**src/rtl/indirSeqPkg.sv**
```systemverilog
package indirSeqPkg;

  typedef enum logic [2:0] {
    sIdle, sAdrStb, sAdrGap, sLoStb, sMidGap, sHiStb, sTailGap, sDone
  } seqState_t;

  typedef enum logic [1:0] {
    wAddr, wLo, wHi
  } wordSel_t;

  typedef struct packed {
    logic     csOn;
    logic     rdOn;
    logic     wrOn;
    logic     addrPort;
    logic     drive;
    wordSel_t word;
    logic     load;
    logic     capLo;
    logic     capHi;
  } seqCtl_t;

  // whole cycles covering a nanosecond minimum, never below one
  function automatic int cyclesFor(input int ns, input int periodNs);
    int c;
    c = (ns + periodNs - 1) / periodNs;
    return (c < 1) ? 1 : c;
  endfunction

endpackage

```
**src/rtl/indirSeqCtrl.sv**
```systemverilog
module indirSeqCtrl
  import indirSeqPkg::*;
#(
  parameter int STROBE_CYC   = 3,
  parameter int ADDR_GAP_CYC = 30,
  parameter int DATA_GAP_CYC = 15
) (
  input  logic    clk,
  input  logic    rstN,
  input  logic    req,
  input  logic    we,
  input  logic    size32,
  output logic    busy,
  output logic    ack,
  output seqCtl_t ctl
);

  localparam int MAX_A = (STROBE_CYC > ADDR_GAP_CYC) ? STROBE_CYC : ADDR_GAP_CYC;
  localparam int MAX_L = (MAX_A > DATA_GAP_CYC) ? MAX_A : DATA_GAP_CYC;
  localparam int CW    = $clog2(MAX_L + 1);

  seqState_t state, nxtState;
  logic [CW-1:0] cnt;
  logic [CW-1:0] limit;
  logic weQ, s32Q, lastCyc, strobeState;

  always_comb begin
    unique case (state)
      sAdrStb, sLoStb, sHiStb: limit = CW'(STROBE_CYC);
      sAdrGap:                 limit = CW'(ADDR_GAP_CYC);
      sMidGap, sTailGap:       limit = CW'(DATA_GAP_CYC);
      default:                 limit = CW'(1);
    endcase
  end

  assign lastCyc = (cnt == limit - CW'(1));

  always_comb begin
    unique case (state)
      sAdrStb:  nxtState = sAdrGap;
      sAdrGap:  nxtState = sLoStb;
      sLoStb:   nxtState = s32Q ? sMidGap : sTailGap;
      sMidGap:  nxtState = sHiStb;
      sHiStb:   nxtState = sTailGap;
      sTailGap: nxtState = sDone;
      default:  nxtState = sIdle;
    endcase
  end

  always_ff @(posedge clk or negedge rstN) begin
    if (!rstN) begin
      state <= sIdle;
      cnt   <= '0;
      weQ   <= 1'b0;
      s32Q  <= 1'b0;
    end else if (state == sIdle) begin
      cnt <= '0;
      if (req) begin
        weQ   <= we;
        s32Q  <= size32;
        state <= sAdrStb;
      end
    end else if (lastCyc) begin
      state <= nxtState;
      cnt   <= '0;
    end else begin
      cnt <= cnt + CW'(1);
    end
  end

  assign strobeState = (state == sAdrStb) || (state == sLoStb) || (state == sHiStb);

  always_comb begin
    ctl          = '0;
    ctl.word     = wAddr;
    ctl.load     = (state == sIdle) && req;
    ctl.csOn     = strobeState;
    ctl.addrPort = (state == sAdrStb);
    ctl.wrOn     = strobeState && ((state == sAdrStb) || weQ);
    ctl.rdOn     = strobeState && (state != sAdrStb) && !weQ;
    ctl.drive    = ctl.wrOn;
    if (state == sLoStb) ctl.word = wLo;
    if (state == sHiStb) ctl.word = wHi;
    ctl.capLo    = (state == sLoStb) && !weQ && lastCyc;
    ctl.capHi    = (state == sHiStb) && !weQ && lastCyc;
  end

  assign busy = (state != sIdle);
  assign ack  = (state == sDone);

endmodule

```
**src/rtl/indirSeqData.sv**
```systemverilog
module indirSeqData
  import indirSeqPkg::*;
#(
  parameter int BUS_W  = 16,
  parameter int IDX_W  = 8,
  parameter int WR_BIT = 7
) (
  input  logic               clk,
  input  logic               rstN,
  input  seqCtl_t            ctl,
  input  logic               we,
  input  logic [IDX_W-1:0]   index,
  input  logic [2*BUS_W-1:0] wdata,
  input  logic [BUS_W-1:0]   busDin,
  output logic [2*BUS_W-1:0] rdata,
  output logic               busCsN,
  output logic               busRdN,
  output logic               busWrN,
  output logic               busAddrSel,
  output logic               busOe,
  output logic [BUS_W-1:0]   busDout
);

  localparam int WORD_W = 2 * BUS_W;

  logic [IDX_W-1:0]  idxQ;
  logic              weQ;
  logic [WORD_W-1:0] wdataQ;
  logic [WORD_W-1:0] rdataQ;
  logic [BUS_W-1:0]  addrWord;
  logic [BUS_W-1:0]  muxWord;

  always_ff @(posedge clk or negedge rstN) begin
    if (!rstN) begin
      idxQ   <= '0;
      weQ    <= 1'b0;
      wdataQ <= '0;
      rdataQ <= '0;
    end else begin
      if (ctl.load) begin
        idxQ   <= index;
        weQ    <= we;
        wdataQ <= wdata;
        rdataQ <= '0;
      end
      if (ctl.capLo) rdataQ[BUS_W-1:0]      <= busDin;
      if (ctl.capHi) rdataQ[WORD_W-1:BUS_W] <= busDin;
    end
  end

  always_comb begin
    addrWord = '0;
    addrWord[IDX_W-1:0] = idxQ;
    if (weQ) addrWord[WR_BIT] = 1'b1;
  end

  always_comb begin
    unique case (ctl.word)
      wLo:     muxWord = wdataQ[BUS_W-1:0];
      wHi:     muxWord = wdataQ[WORD_W-1:BUS_W];
      default: muxWord = addrWord;
    endcase
  end

  assign busDout    = ctl.drive ? muxWord : '0;
  assign busOe      = ctl.drive;
  assign busCsN     = !ctl.csOn;
  assign busRdN     = !ctl.rdOn;
  assign busWrN     = !ctl.wrOn;
  assign busAddrSel = ctl.addrPort;
  assign rdata      = rdataQ;

endmodule

```
**src/rtl/indirSeq.sv**
```systemverilog
module indirSeq
  import indirSeqPkg::*;
#(
  parameter int BUS_W         = 16,
  parameter int IDX_W         = 8,
  parameter int WR_BIT        = 7,
  parameter int CLK_PERIOD_NS = 10,
  parameter int ADDR_GAP_NS   = 300,
  parameter int DATA_GAP_NS   = 150,
  parameter int STROBE_CYC    = 3
) (
  input  logic               clk,
  input  logic               rstN,
  input  logic               req,
  input  logic               we,
  input  logic               size32,
  input  logic [IDX_W-1:0]   index,
  input  logic [2*BUS_W-1:0] wdata,
  output logic               busy,
  output logic               ack,
  output logic [2*BUS_W-1:0] rdata,
  output logic               busCsN,
  output logic               busRdN,
  output logic               busWrN,
  output logic               busAddrSel,
  output logic               busOe,
  output logic [BUS_W-1:0]   busDout,
  input  logic [BUS_W-1:0]   busDin
);

  localparam int ADDR_GAP_CYC = cyclesFor(ADDR_GAP_NS, CLK_PERIOD_NS);
  localparam int DATA_GAP_CYC = cyclesFor(DATA_GAP_NS, CLK_PERIOD_NS);

  seqCtl_t ctl;

  indirSeqCtrl #(
    .STROBE_CYC  (STROBE_CYC),
    .ADDR_GAP_CYC(ADDR_GAP_CYC),
    .DATA_GAP_CYC(DATA_GAP_CYC)
  ) uCtrl (
    .clk   (clk),
    .rstN  (rstN),
    .req   (req),
    .we    (we),
    .size32(size32),
    .busy  (busy),
    .ack   (ack),
    .ctl   (ctl)
  );

  indirSeqData #(
    .BUS_W (BUS_W),
    .IDX_W (IDX_W),
    .WR_BIT(WR_BIT)
  ) uData (
    .clk       (clk),
    .rstN      (rstN),
    .ctl       (ctl),
    .we        (we),
    .index     (index),
    .wdata     (wdata),
    .busDin    (busDin),
    .rdata     (rdata),
    .busCsN    (busCsN),
    .busRdN    (busRdN),
    .busWrN    (busWrN),
    .busAddrSel(busAddrSel),
    .busOe     (busOe),
    .busDout   (busDout)
  );

endmodule

```
**config.mk**
```make
export PLATFORM = sky130hd
export DESIGN_NAME = indirSeq
export DESIGN_NICKNAME = d
export VERILOG_FILES = /design/src/rtl/indirSeqPkg.sv /design/src/rtl/indirSeqCtrl.sv /design/src/rtl/indirSeqData.sv /design/src/rtl/indirSeq.sv
export SDC_FILE = /design/constraint.sdc
export NUM_CORES = 1
export LEC_CHECK = 0
export BUFFER_PORTS_ARGS = -buffer_cell sky130_fd_sc_hd__buf_2
export CORE_MARGIN = 4
export CORE_UTILIZATION = 46
export DETAILED_ROUTE_END_ITERATION = 8
export PLACE_DENSITY = 0.73
export SLEW_MARGIN = 20
export SYNTH_ARGS = -nofsm -noshare
export SYNTH_HDL_FRONTEND = slang
export SYNTH_SLANG_ARGS = --single-unit
```
**constraint.sdc**
```tcl
create_clock -name clk -period 3.55 [get_ports clk]
set_input_delay 0.1775 -clock clk [delete_from_list [all_inputs] [get_ports clk]]
set_output_delay 0.1775 -clock clk [all_outputs]
set_load 0.02 [all_outputs]
```
==> qor.txt <==
Synth warnings: 0
RSZ-0062 raised after global routing: no
Yosys top cell area share: 56.09%
Max IR drop VDD: 181.2 uV
EDFF count, synth: 0
initial antenna violation count: 0
CP cell instances: and3b_1, nor2_1, o21ai_0, a21oi_1, buf_2
share of layout cells above drive strength 1: 40.93%
Max Freq: 0.3677 GHz
WS Path Type: flop to primary output
Worst-path clk slew: 0.09 ns
Most used DFF post-synth: dfrtp_1
pwr/cell area: 366.6 mW/mm^2
worst clock skew: 0.01212 ns
Post-Syn Area: 0.003659 sq mm
Max Slew Vio Count: 0
CP Capture Type: primary output
max-cap violations: 0
Synth area leader: dfrtp_1
Worst setup endpoint: busDout[7]
drt first-iter violations: 116
core area: 0.007727 sq mm
average wire per standard cell: 14.68 microns
Post-Layout Inst Area: 0.004514 sq mm
Nets: 509
Slowest cell on crit path: dfrtp_1
Tcrit/Tclk final: 76.61%
CTS Buf Count: 9
HP Class: input port to flop
register bit total from synthesis: 82
R2R setup slack: 0.93 ns
Die Span Y: 97.18 microns
run status: finished, final reports clean
DRT Wirelength: 8131 microns
post-synthesis sequential area ratio: 56.09%
Setup WS pre-CTS: 0.9382 ns
area added between synthesis and finish: 23.39%
vias in the first global route: 2964
Critical Path AT: 2.54 ns
Starting Density: 47.34%
Yosys cell types: 35
vias per cell: 5.112
Critical Path Fanout Max: 18
CTS tree: done
I/O pin total: 116
most frequent cells after synthesis: dfrtp_1, nand2_1, mux2_2
non-filler cells, final: 554
Post-route DRC: 0
total power: 1.655 mW
utilization after layout: 58.42%
Pleak: 2.265 nW
Clock Tree Root: clkbuf_8
drt pass-1 iters: 4
final hold violation count: 0
RR Endpoint: uData.rdata[9]
CP max stage delay: 0.59 ns
final setup TNS: 0 ns
ant diodes: 0
DP Area: 0.004313 sq mm
count leader, synth: dfrtp_1
# rows: 32
worst r2r path cells: 5
worst-margin pin slew: 0.8876 ns
Die X: 97.18 microns
Slew headroom: 40.43%
HPWL after detailed placement: 5730 microns
pin count of the biggest net entering global routing: 83
Final min period: 2.719 ns
dominant cells by area after synthesis: dfrtp_1, mux2_2, nand2_1
via count: 2832
GRT Util Overall: 17.88%
grt total ovfl: 0
CP Data Required Time: 3.37 ns
final setup margin: 0.8305 ns
hold depth: 3
worst setup path start: uCtrl.state[2]
GP Congestion: 0.7820
Skew-Pair Late Insertion Delay: 0.34 ns
Post-DRT Antenna Nets: 0
Cells after DPL: 537
Hold Slack: 0.05012 ns
first-pass GRT wire length: 13810 microns
clk buf depth: 2
syn_nets: 400
final setup violation count: 0
share of flip-flops with an asynchronous set or reset: 100.0%
# H-tree levels: 3
full die area: 0.009444 sq mm
Mapped Cells: 338
r2r startpoint: uCtrl.state[2]
Port Buf Inserts: 115
startpoint type of the worst setup path: flop
CTS Sinks: 82
Avg Inst Size Synth: 10.82 sq um
[repair_timing]
item,CTS,global route
resized for setup,0,0
endpoints found under the hold margin,0,82
hold buffers,0,1
buffers inserted,0,0
[cells by family after synthesis]
family | Yosys count | share of synthesized area [%]
AOI/OAI and AO/OA | 69 | 12.24
xor gates and xnor gates | 4 | 0.9578
adders and majority gates | 1 | 0.3419
buffers and inverters | 25 | 3.146
DFF | 82 | 56.09
muxes | 43 | 13.24
and+or+nand+nor | 114 | 13.99
[metal layers]
metal  part of all wire, %  global-route usage, %  up-vias
met1                    44                  22.94     1356
met3                   7.2                  6.102        8
met2                    47                  28.45       87
met5                     0                      0        -
met4                   1.5                  5.940        0
li1                      -                      -     1381
[worst min-delay path by stage]
stage / startpoint / to / slack, ns
floorplan: rstN / uCtrl.cnt[0] / -0.12
CTS: rstN / uData.wdataQ[25] / 0.03
detailed placement: busDin[2] / uData.rdata[2] / 0.40
global route: index[5] / uData.idxQ[5] / 0.03
finish: busDin[2] / uData.rdata[2] / 0.05
global placement: busDin[3] / uData.rdata[3] / 0.40
[final cells by class]
class                      instances  area (sq um)
fill                             658          3213
sequential                        82          2052
multi-input combinational        231          1505
timing repair buffer             119         626.9
clock buffer                      10         137.6
tap                              102         127.6
clock inverter                     6         50.05
inverter                           4         15.01
[critical path: cells and delay by family (launching register included)]
kind,cells,cell delay [ns]
AND/OR/NAND/NOR,2,1.07
buffers and inverters,1,0.19
flip-flops,1,0.59
AO/OA/AOI/OAI,2,0.35
[state kept, by name, indices dropped and copies added, names as in the netlist]
register,count
uCtrl.s32Q,1
uData.rdata,32
uData.wdataQ,32
uData.idxQ,8
uData.weQ,1
uCtrl.state,3
uCtrl.cnt,5
[power by group]
group          leakage [nW]  internal (mW)  switching, mW
clock network        0.0891          0.279          0.345
registers              1.08          0.942        0.00467
logic                  1.09         0.0347         0.0498
total                  2.27           1.26          0.399
[layout by cell type (no fill, tap or decap), drive strengths merged, types with 5 or more instances in the layout]
cell / n
a21oi: 10
a22oi: 16
buf: 118
clkbuf: 10
dfrtp: 82
inv: 5
mux2: 43
nand2: 77
nor2: 18
o21ai: 36
(Power assumes the default switching activity.)
